## config.mk

```make
export PLATFORM = sky130hd
export DESIGN_NAME = codec_serial_port
export DESIGN_NICKNAME = d
export VERILOG_FILES = /design/src/rtl/csp_pkg.sv /design/src/rtl/csp_master_timing.sv /design/src/rtl/csp_slave_timing.sv /design/src/rtl/csp_rate_mon.sv /design/src/rtl/csp_frame_engine.sv /design/src/rtl/codec_serial_port.sv
export SDC_FILE = /design/constraint.sdc
export NUM_CORES = 1
export LEC_CHECK = 0
export CAP_MARGIN = 40
export CORE_ASPECT_RATIO = 1.25
export CORE_MARGIN = 1.5
export CORE_UTILIZATION = 50
export DETAILED_ROUTE_END_ITERATION = 10
export GPL_TIMING_DRIVEN = 1
export PLACE_DENSITY_LB_ADDON = 0.12
export SYNTH_ARGS = -nofsm -noshare
export SYNTH_HDL_FRONTEND = slang
export SYNTH_SLANG_ARGS = --single-unit
```

## constraint.sdc

```tcl
create_clock -name clk -period 5.5 [get_ports clk]
set_input_delay 0.55 -clock clk [delete_from_list [all_inputs] [get_ports clk]]
set_output_delay 0.55 -clock clk [all_outputs]
set_load 0.01 [all_outputs]
```

## src/rtl/csp_pkg.sv

```systemverilog
// Package: shared types for the dual-mode codec serial port.
// Assumes: one system clock domain; bit-clock activity reaches the frame
// engine as single-cycle event strobes.
package csp_pkg;

    // Declared nominal slave bit-clock rate.
    typedef enum logic [1:0] {
        RATE_SLOW = 2'b00,   // 256 kHz class
        RATE_MID  = 2'b01,   // 1.024 MHz class
        RATE_FAST = 2'b10,   // 2.048 MHz class
        RATE_RSVD = 2'b11
    } rate_sel_e;

    // Per-cycle bit-clock events seen by the frame engine.
    typedef struct packed {
        logic rise;    // bit-clock rising edge: drive next tx bit
        logic fall;    // bit-clock falling edge: sample rx bit
        logic start;   // this falling edge closes the strobe slot
        logic sd;      // serial input value aligned with the fall event
    } bit_evt_t;

endpackage

```

## src/rtl/csp_master_timing.sv

```systemverilog
// Module: csp_master_timing
// Makes the bit clock, the slot count and the frame strobe when the port is
// timing master.
// Assumes: MASTER_DIV is even and at least 4, and FRAME_SLOTS exceeds
// WORD_BITS + 1. While en is low, all state is held at its idle value, so a
// new master phase always opens with the strobe slot.
module csp_master_timing
    import csp_pkg::*;
#(
    parameter int MASTER_DIV  = 4,
    parameter int FRAME_SLOTS = 256,
    parameter int WORD_BITS   = 8
) (
    input  logic     clk,
    input  logic     rst_n,
    input  logic     en,
    input  logic     long_frame,
    input  logic     sd_raw,
    output logic     bclk_q,
    output logic     fs_q,
    output bit_evt_t evt
);
    localparam int HALF = MASTER_DIV / 2;
    localparam int DW   = $clog2(MASTER_DIV);
    localparam int SW   = $clog2(FRAME_SLOTS);
    localparam logic [DW-1:0] RISE_AT   = DW'(HALF - 1);
    localparam logic [DW-1:0] FALL_AT   = DW'(MASTER_DIV - 1);
    localparam logic [SW-1:0] LAST_SLOT = SW'(FRAME_SLOTS - 1);
    localparam logic [SW-1:0] LONG_LAST = SW'(WORD_BITS);

    logic [DW-1:0] div_cnt;
    logic [SW-1:0] slot;
    logic [SW-1:0] slot_nx;
    logic          rise_now;
    logic          fall_now;

    // Edge decode and next slot index.
    always_comb begin
        rise_now = en && (div_cnt == RISE_AT);
        fall_now = en && (div_cnt == FALL_AT);
        slot_nx  = (slot == LAST_SLOT) ? '0 : slot + 1'b1;
    end

    // System clock divider: counts out one bit-clock period.
    always_ff @(posedge clk) begin
        if (!rst_n || !en) begin
            div_cnt <= '0;
        end else if (div_cnt == FALL_AT) begin
            div_cnt <= '0;
        end else begin
            div_cnt <= div_cnt + 1'b1;
        end
    end

    // Bit clock level: high for the second half of each period.
    always_ff @(posedge clk) begin
        if (!rst_n || !en) begin
            bclk_q <= 1'b0;
        end else if (rise_now) begin
            bclk_q <= 1'b1;
        end else if (fall_now) begin
            bclk_q <= 1'b0;
        end
    end

    // Slot counter and strobe; the first rise after enable enters slot 0.
    always_ff @(posedge clk) begin
        if (!rst_n || !en) begin
            slot <= LAST_SLOT;
            fs_q <= 1'b0;
        end else if (rise_now) begin
            slot <= slot_nx;
            fs_q <= (slot_nx == '0) || (long_frame && (slot_nx <= LONG_LAST));
        end
    end

    // Event bundle for the frame engine.
    always_comb begin
        evt.rise  = rise_now;
        evt.fall  = fall_now;
        evt.start = fall_now && (slot == '0);
        evt.sd    = sd_raw;
    end

endmodule

```

## src/rtl/csp_slave_timing.sv

```systemverilog
// Module: csp_slave_timing
// Brings the external bit clock, frame strobe and serial data into the system
// clock domain and derives edge and frame-start events from them.
// Assumes: each bclk_in level lasts at least two system clocks. The three
// inputs pass through synchronisers of equal depth, so they stay aligned.
module csp_slave_timing
    import csp_pkg::*;
#(
    parameter int SYNC_STAGES = 2
) (
    input  logic     clk,
    input  logic     rst_n,
    input  logic     en,
    input  logic     bclk_in,
    input  logic     fs_in,
    input  logic     sd_in,
    output bit_evt_t evt
);
    // Bit order inside each synchroniser stage.
    localparam int B_CLK = 2;
    localparam int B_FS  = 1;
    localparam int B_SD  = 0;

    logic [SYNC_STAGES-1:0][2:0] stg;
    logic [2:0] synced;
    logic       bclk_p;
    logic       fs_prev;
    logic       rise_now;
    logic       fall_now;

    assign synced = stg[SYNC_STAGES-1];

    // Synchroniser shift chain; the newest sample enters stage 0.
    always_ff @(posedge clk) begin
        if (!rst_n) begin
            stg <= '0;
        end else begin
            stg <= {stg[SYNC_STAGES-2:0], {bclk_in, fs_in, sd_in}};
        end
    end

    // Previous synchronised bit-clock level, kept even when disabled.
    always_ff @(posedge clk) begin
        if (!rst_n) begin
            bclk_p <= 1'b0;
        end else begin
            bclk_p <= synced[B_CLK];
        end
    end

    // Edge detection on the synchronised bit clock.
    always_comb begin
        rise_now = en && synced[B_CLK] && !bclk_p;
        fall_now = en && !synced[B_CLK] && bclk_p;
    end

    // Strobe level seen at the previous falling edge.
    always_ff @(posedge clk) begin
        if (!rst_n || !en) begin
            fs_prev <= 1'b0;
        end else if (fall_now) begin
            fs_prev <= synced[B_FS];
        end
    end

    // Event bundle for the frame engine.
    always_comb begin
        evt.rise  = rise_now;
        evt.fall  = fall_now;
        evt.start = fall_now && synced[B_FS] && !fs_prev;
        evt.sd    = synced[B_SD];
    end

endmodule

```

## src/rtl/csp_rate_mon.sv

```systemverilog
// Module: csp_rate_mon
// Measures each slave bit-clock period in system clocks and compares it with
// the nominal period named by the rate select.
// Assumes: a rise event marks each period. The first rise after enable only
// starts a measurement. The flag reflects the most recent period.
module csp_rate_mon
    import csp_pkg::*;
#(
    parameter int MASTER_DIV = 4,
    parameter int RATE_TOL   = 1
) (
    input  logic       clk,
    input  logic       rst_n,
    input  logic       en,
    input  logic       rise,
    input  logic [1:0] rate_sel,
    output logic       rate_err
);
    localparam int NOM_FAST = MASTER_DIV;
    localparam int NOM_MID  = 2 * MASTER_DIV;
    localparam int NOM_SLOW = 8 * MASTER_DIV;
    localparam int CNT_MAX  = NOM_SLOW + RATE_TOL + 1;
    localparam int CW       = $clog2(CNT_MAX + 1);

    logic [CW-1:0] per_cnt;
    logic          have_ref;
    logic          off_nom;

    // Mismatch between a measured period and the declared nominal.
    function automatic logic period_off(input logic [CW-1:0] meas, input rate_sel_e sel);
        int nom;
        int m;
        m = int'(meas);
        case (sel)
            RATE_SLOW: nom = NOM_SLOW;
            RATE_MID:  nom = NOM_MID;
            RATE_FAST: nom = NOM_FAST;
            default:   return 1'b1;
        endcase
        return (m > nom + RATE_TOL) || (m + RATE_TOL < nom);
    endfunction

    assign off_nom = period_off(per_cnt, rate_sel_e'(rate_sel));

    // Period counter, reference flag and error flag.
    always_ff @(posedge clk) begin
        if (!rst_n || !en) begin
            per_cnt  <= '0;
            have_ref <= 1'b0;
            rate_err <= 1'b0;
        end else if (rise) begin
            per_cnt  <= CW'(1);
            have_ref <= 1'b1;
            if (have_ref) begin
                rate_err <= off_nom;
            end
        end else if (per_cnt != CW'(CNT_MAX)) begin
            per_cnt <= per_cnt + 1'b1;
        end
    end

endmodule

```

## src/rtl/csp_frame_engine.sv

```systemverilog
// Module: csp_frame_engine
// Shifts one word out and one word in per frame, driven by bit-clock events.
// It also holds the transmit byte that was offered on the parallel side.
// Assumes: rise and fall never arrive in the same cycle. A start event lands
// on the falling edge of the strobe slot. abort is a one-cycle pulse on a
// role change.
module csp_frame_engine
    import csp_pkg::*;
#(
    parameter int WORD_BITS = 8
) (
    input  logic                 clk,
    input  logic                 rst_n,
    input  bit_evt_t             evt,
    input  logic                 abort,
    input  logic                 law_mu,
    input  logic [WORD_BITS-1:0] tx_data,
    input  logic                 tx_valid,
    output logic                 tx_ready,
    output logic [WORD_BITS-1:0] rx_data,
    output logic                 rx_valid,
    output logic                 rx_mu,
    output logic                 sd_out
);
    localparam int CW = $clog2(WORD_BITS + 1);
    localparam logic [CW-1:0] TX_DONE = CW'(WORD_BITS);
    localparam logic [CW-1:0] RX_LAST = CW'(WORD_BITS - 1);

    logic [WORD_BITS-1:0] tx_buf;
    logic                 tx_pend;
    logic [WORD_BITS-1:0] tx_sh;
    logic [CW-1:0]        tx_cnt;
    logic                 tx_busy;
    logic [WORD_BITS-1:0] rx_sh;
    logic [CW-1:0]        rx_cnt;
    logic                 rx_busy;
    logic                 take;

    assign take     = tx_valid && !tx_pend;
    assign tx_ready = !tx_pend;

    // Holding register: a new byte wins over the release caused by a load.
    always_ff @(posedge clk) begin
        if (!rst_n) begin
            tx_buf  <= '0;
            tx_pend <= 1'b0;
        end else begin
            if (evt.start && !abort) begin
                tx_pend <= 1'b0;
            end
            if (take) begin
                tx_buf  <= tx_data;
                tx_pend <= 1'b1;
            end
        end
    end

    // Transmit shifter: loads at frame start, one bit per rising edge.
    always_ff @(posedge clk) begin
        if (!rst_n || abort) begin
            tx_sh   <= '0;
            tx_cnt  <= '0;
            tx_busy <= 1'b0;
            sd_out  <= 1'b0;
        end else if (evt.start) begin
            tx_sh   <= tx_buf;
            tx_cnt  <= '0;
            tx_busy <= 1'b1;
        end else if (evt.rise && tx_busy) begin
            if (tx_cnt != TX_DONE) begin
                sd_out <= tx_sh[WORD_BITS-1];
                tx_sh  <= {tx_sh[WORD_BITS-2:0], 1'b0};
                tx_cnt <= tx_cnt + 1'b1;
            end else begin
                sd_out  <= 1'b0;
                tx_busy <= 1'b0;
            end
        end
    end

    // Receive shifter: one bit per falling edge after the strobe slot.
    always_ff @(posedge clk) begin
        if (!rst_n || abort) begin
            rx_sh   <= '0;
            rx_cnt  <= '0;
            rx_busy <= 1'b0;
        end else if (evt.start) begin
            rx_cnt  <= '0;
            rx_busy <= 1'b1;
        end else if (evt.fall && rx_busy) begin
            rx_sh  <= {rx_sh[WORD_BITS-2:0], evt.sd};
            rx_cnt <= rx_cnt + 1'b1;
            if (rx_cnt == RX_LAST) begin
                rx_busy <= 1'b0;
            end
        end
    end

    // Parallel output: word, law flag and one-cycle valid pulse.
    always_ff @(posedge clk) begin
        if (!rst_n) begin
            rx_data  <= '0;
            rx_mu    <= 1'b0;
            rx_valid <= 1'b0;
        end else begin
            rx_valid <= 1'b0;
            if (!abort && !evt.start && evt.fall && rx_busy && (rx_cnt == RX_LAST)) begin
                rx_data  <= {rx_sh[WORD_BITS-2:0], evt.sd};
                rx_mu    <= law_mu;
                rx_valid <= 1'b1;
            end
        end
    end

endmodule

```

## src/rtl/codec_serial_port.sv

```systemverilog
// Module: codec_serial_port (top)
// Dual-role serial port for 8-bit codec samples. In master mode it makes the
// bit clock and frame strobe itself. In slave mode it follows external ones
// and checks the external clock rate.
// Assumes: clk is the system clock, MASTER_DIV times the master bit-clock rate.
// mode_master is quasi-static, and any change of it aborts the current frame.
module codec_serial_port
    import csp_pkg::*;
#(
    parameter int MASTER_DIV  = 4,
    parameter int FRAME_SLOTS = 256,
    parameter int SYNC_STAGES = 2,
    parameter int RATE_TOL    = 1,
    parameter int WORD_BITS   = 8
) (
    input  logic                 clk,
    input  logic                 rst_n,
    input  logic                 mode_master,
    input  logic [1:0]           rate_sel,
    input  logic                 long_frame,
    input  logic                 law_mu,
    input  logic                 bclk_in,
    output logic                 bclk_out,
    output logic                 bclk_oe,
    input  logic                 fs_in,
    output logic                 fs_out,
    input  logic                 sd_in,
    output logic                 sd_out,
    input  logic [WORD_BITS-1:0] tx_data,
    input  logic                 tx_valid,
    output logic                 tx_ready,
    output logic [WORD_BITS-1:0] rx_data,
    output logic                 rx_valid,
    output logic                 rx_mu,
    output logic                 rate_err
);
    bit_evt_t m_evt;
    bit_evt_t s_evt;
    bit_evt_t evt;
    logic     mode_q;
    logic     abort;

    // Role seen on the previous cycle, to catch run-time switches.
    always_ff @(posedge clk) begin
        if (!rst_n) begin
            mode_q <= 1'b0;
        end else begin
            mode_q <= mode_master;
        end
    end

    // Role change pulse and event source selection.
    always_comb begin
        abort   = mode_master ^ mode_q;
        evt     = mode_master ? m_evt : s_evt;
        bclk_oe = mode_master;
    end

    csp_master_timing #(
        .MASTER_DIV  (MASTER_DIV),
        .FRAME_SLOTS (FRAME_SLOTS),
        .WORD_BITS   (WORD_BITS)
    ) u_master (
        .clk        (clk),
        .rst_n      (rst_n),
        .en         (mode_master),
        .long_frame (long_frame),
        .sd_raw     (sd_in),
        .bclk_q     (bclk_out),
        .fs_q       (fs_out),
        .evt        (m_evt)
    );

    csp_slave_timing #(
        .SYNC_STAGES (SYNC_STAGES)
    ) u_slave (
        .clk     (clk),
        .rst_n   (rst_n),
        .en      (!mode_master),
        .bclk_in (bclk_in),
        .fs_in   (fs_in),
        .sd_in   (sd_in),
        .evt     (s_evt)
    );

    csp_rate_mon #(
        .MASTER_DIV (MASTER_DIV),
        .RATE_TOL   (RATE_TOL)
    ) u_rate (
        .clk      (clk),
        .rst_n    (rst_n),
        .en       (!mode_master),
        .rise     (s_evt.rise),
        .rate_sel (rate_sel),
        .rate_err (rate_err)
    );

    csp_frame_engine #(
        .WORD_BITS (WORD_BITS)
    ) u_engine (
        .clk      (clk),
        .rst_n    (rst_n),
        .evt      (evt),
        .abort    (abort),
        .law_mu   (law_mu),
        .tx_data  (tx_data),
        .tx_valid (tx_valid),
        .tx_ready (tx_ready),
        .rx_data  (rx_data),
        .rx_valid (rx_valid),
        .rx_mu    (rx_mu),
        .sd_out   (sd_out)
    );

endmodule

```

### Word level (Yosys, flattened, before mapping)

Cells that the tools add are included.

* $add $sub $neg: 7
* bitwise gates (word level): 2
* muxes and demuxes: 21
* shifts and indexed selects: 0
* reduce and logical (&&, ||, !) cells: 52
* equality and inequality tests: 9
* order comparisons: 3
* multiply operators: 0
* div/mod/pow operators: 0

Operators with widths (number)
* 32-bit by 7-bit < comparator with 1-bit output: 1
* 8-bit two-way mux: 4
* 1-bit logical AND: 18
* 6-bit one-hot mux with 3 select lines: 1
* 8-bit zero test: 2
* 1-bit two-way mux: 15
* 6-bit by 1-bit adder with 7-bit output (second input constant): 2
* 2-bit AND reduction: 7
* 2-bit nonzero test: 7
* 4-bit by 1-bit adder with 4-bit output (second input constant): 2
* 8-bit by 1-bit adder with 8-bit output (second input constant): 1
* 8-bit equality test (second input constant): 1
* 8-bit by 4-bit less-or-equal comparator with 1-bit output (second input constant): 1
* 1-bit zero test: 8
* 6-bit by 7-bit > comparator with 1-bit output: 1
* 6-bit by 1-bit adder with 6-bit output (second input constant): 1
* 6-bit != test (second input constant): 1
* 2-bit OR reduction: 3
* 1-bit logical OR: 5
* 2-bit by 1-bit equality test with 1-bit output (second input constant): 2
* 2-bit equality test (second input constant): 2
* 4-bit by 3-bit equality test with 1-bit output (second input constant): 1
* 4-bit two-way mux: 1
* 4-bit != test (second input constant): 1
* 6 further kinds: 6

* input bits: 19
* register bits after elaboration: 74
* RAM bits: 0
* bits in read-only memories: 0
* memories: 0
* word-level logic and storage cells: 119
* output and inout bits: 16
* bits in latches: 0

### Logic depth before layout (Yosys ltp)

* word-level depth: 12
* mapped depth: 7
* mapped depth without buffers: 7

### By module

A second synthesis with hierarchy kept.

* cells, all modules: 404
* area, all modules: 3643.5 sq um

Modules (own cells, without submodules)
* csp_frame_engine: seq. area each 900.9 sq um, times used 1, cells each 215, area an instance 1894.3 sq um
* csp_master_timing: seq. area each 240.2 sq um, times used 1, cells each 92, area an instance 779.5 sq um
* csp_rate_mon: seq. area each 160.2 sq um, times used 1, cells each 61, area an instance 568.0 sq um
* csp_slave_timing: seq. area each 160.2 sq um, times used 1, cells each 26, area an instance 282.8 sq um
* codec_serial_port: seq. area each 20.0 sq um, times used 1, cells each 10, area an instance 118.9 sq um

### Worst setup path before layout

No wires, ideal clock.

* path type: register -> register
* start: register u_master.slot[0]
* end: register u_engine.rx_data[1]
* clock period less this slack: 1.777 ns
* stages on the path, launching flop included: 8
* path slack: 3.723 ns
* data arrival time: 1.705 ns
* buffers on the path: 1
* data required time: 5.428 ns
* library setup time: 0.072 ns
* path through: dfxtp_1 inv_1 ha_1 nor4b_2 and3_1 buf_6 nor3_4 mux2i_1

* word-level cells in the longest chain between the ends: 8

RTL lines
* start, declared: line csp_master_timing.sv:32 `logic [SW-1:0] slot;`
* start signal, assigned: line csp_master_timing.sv:72 `slot <= slot_nx;`
* 8-bit zero test: line csp_master_timing.sv:81 `evt.start = fall_now && (slot == '0);`
* 1-bit logical AND: line csp_master_timing.sv:81
* 4-bit two-way mux: line codec_serial_port.sv:55 `evt = mode_master ? m_evt : s_evt;`
* 1-bit zero test: line csp_frame_engine.sv:107 `if (!abort && !evt.start && evt.fall && rx_busy && (rx_cnt == RX_LAST)) begin`
* 1-bit logical AND (4 in a row): line csp_frame_engine.sv:107
* end signal, assigned: line csp_frame_engine.sv:108 `rx_data <= {rx_sh[WORD_BITS-2:0], evt.sd};`
* end, declared: line csp_frame_engine.sv:20 `output logic [WORD_BITS-1:0] rx_data,`

No other way between the ends.
A chain may end at the register's enable or synchronous reset.

### Final worst setup path

* start: input mode_master
* end: output bclk_oe

RTL lines
* start, declared: line codec_serial_port.sv:18 `input logic mode_master,`
* end, declared: line codec_serial_port.sv:24 `output logic bclk_oe,`

No word-level cell between the ends.

==> run summary <==
Final WS setup -> 2.98 ns
Worst Setup Path Type -> primary input to output pin
Area of placed instances -> 3890 sq um
Core Rows -> 34
P per Cell Area -> 253 nW/um^2
Fmax achieved -> 0.397 GHz
First-pass GRT wire length -> 11.7 mm
Startpoint Class -> primary input
Hold Slack -> 0.438 ns
Root buf cell -> clkbuf_8
Final Cycle Share -> 45.7%
Combinational share of power -> 7.9%
Pre-Repair DR Iteration Count -> 4
Hold Crit Class -> register to register
Non-Filler Instances -> 508
Slowest-stage cell, CP -> clkdlybuf4s50_1
CP Buf/Inv Count -> 2
Endpoints failing hold -> 0
Cells after synthesis -> 387
Chip Width -> 78.1 um
Post-Place Setup Slack -> 2.69 ns
Clock Skew -> 0.00661 ns
Post-DP HPWL -> 4.94 mm
Outcome -> finished, final reports clean
Vias in the first global route -> 2625
Setup_tns -> 0 ns
Pin count of the biggest net entering global routing -> 29
Port bufs -> 34
Residual DRC -> 0
Total track usage -> 19.2%
CTS tree -> built
Data arrival, critical path -> 1.97 ns
Initial DRC Count -> 96
ANT cells -> 0
Clock Power Share -> 38.2%
I/O pins -> 35
Worst slew margin -> 55.9%
Commonest cells after routing, fill and taps aside -> dfxtp_1 (74), nand2_1 (53), clkdlybuf4s50_1 (34)
Post-route ant nets -> 0
Finished Cell Area -> 4080 sq um
Core area -> 6890 sq um
Gr ovfl total -> 0
Leakage -> 1.55 nW
Initial Util -> 51.2%
Post-synth EDFFs -> 0
Worst-Margin Slew -> 0.661 ns
Ys async rst share -> 0%
Mean Syn Cell Area -> 9.11 sq um
Slew Limit Fails -> 0
Die Ht -> 96.9 um
Max clock buf depth -> 2
# clock sinks -> 74
Hold buffer count at cts -> 0
Post-CTS setup buffers -> 0
Area grow syn2layout -> 15.6%
Cell chain of the critical path -> clkdlybuf4s50_1 > clkdlybuf4s50_1
Placed cell count -> 492
Synthesized cell area -> 3530 sq um
Via count -> 2764
Commonest non-fill, non-tap cell in the layout -> dfxtp_1
Post-synthesis sequential area ratio -> 42.0%
Final cell utilization of the core -> 59.2%
Die area -> 7570 sq um
Synth Flop Type -> dfxtp_1
Max_cap viols -> 0
RSZ-0062 raised after global routing -> false
Worst-path clk slew -> 0.07 ns
CTS resizes -> 0
Largest stage delay, worst path -> 0.78 ns
Design Power -> 1.03 mW
Wire length per cell -> 13.5 um
Final setup vio count -> 0
CP required -> 4.95 ns
Critical path's most frequent cell -> clkdlybuf4s50_1
Initial antenna violation count -> 0
Crit end category -> output pin
Internal power -> 0.790 mW
Routability cong. -> 0.856
Cts bufs inserted -> 9
NumNets Final -> 447
Synthesized Nets -> 421
Yosys reg bits -> 74
Skew-Pair Late Insertion Delay -> 0.34 ns
Unique cell type count in the Yosys netlist -> 55
Htree depth -> 3
Reg power frac -> 53.9%
Final min period -> 2.52 ns
Share of layout cells above drive strength 1 -> 7.89%
Sw Ratio -> 23.5%
Worst vdd ir -> 173 uV
Synth Warn # -> 0
Top Family by Delay on Critical Path -> buffers and inverters
Via density -> 5.44
Total Routed Length -> 6.85 mm
Crit Path Max Fanout -> 12
P_sw -> 0.243 mW
[cells by family after synthesis]
logic type | share of synthesized area [%]
compound gates | 14.0
fa+ha+maj | 5.32
buf+inv | 4.86
flops | 42.0
simple gates | 22.7
mux | 7.38
xor+xnor | 3.69
[layout make-up]
cell class | count | area (sq um)
clock inverter | 6 | 57.6
clock buffer | 10 | 128
tap | 90 | 113
multi-input combinational | 276 | 1870
timing repair buffer | 36 | 363
inverter | 16 | 60.1
fill | 642 | 2820
sequential | 74 | 1480
[worst paths after layout]
kind	startpoint	endpoint	slack (ns)	cells past startpoint
max	mode_master	bclk_oe	2.98	2
min	u_slave.stg[0]	u_slave.synced[0]	0.44	1
max reg2reg	u_master.div_cnt[1]	u_engine.tx_sh[5]	3.20	7
min reg2reg	u_slave.stg[0]	u_slave.synced[0]	0.44	1
[sequential cells by signal, indices dropped and copies added (netlist names), 2 cells and up]
name and flops:
u_engine.tx_sh 8, u_master.div_cnt 2, u_engine.rx_data 8, u_rate.per_cnt 6
u_slave.stg 3, u_slave.synced 3, u_engine.tx_cnt 4, u_engine.tx_buf 8
u_master.slot 8, u_engine.rx_cnt 4, u_engine.rx_sh 7
[Yosys cell counts (9+ instances only)]
cell type | n | area share [%]
o21ai_0 | 11 | 1.6
nand3_1 | 16 | 2.3
a211oi_1 | 11 | 2.3
mux2i_1 | 26 | 7.4
xnor2_1 | 9 | 2.2
inv_1 | 14 | 1.5
clkbuf_1 | 9 | 0.96
nor2_1 | 10 | 1.1
nand2_1 | 53 | 5.6
and2_1 | 9 | 1.6
dfxtp_1 | 74 | 42
ha_1 | 15 | 5.3
a21oi_1 | 25 | 3.5
nor3_1 | 13 | 1.8
[power by group through the flow]
stage                     registers [mW]  clock network, mW  logic, mW
final                              0.557              0.395     0.0820
after global routing               0.558              0.429     0.0918
after CTS                          0.556              0.408     0.0820
after detailed placement           0.569                  0     0.0817
after global placement             0.569                  0     0.0790
after floorplan                    0.564                  0     0.0565
[routing by layer]
metal	GRT usage, %	wire (um)	up-vias
met5	0	0	-
met4	10.6	192	0
met3	3.68	144	16
met2	32.1	3270	42
met1	23.0	3240	1290
li1	-	-	1416
Note: power is estimated with default switching activity, not from simulation.
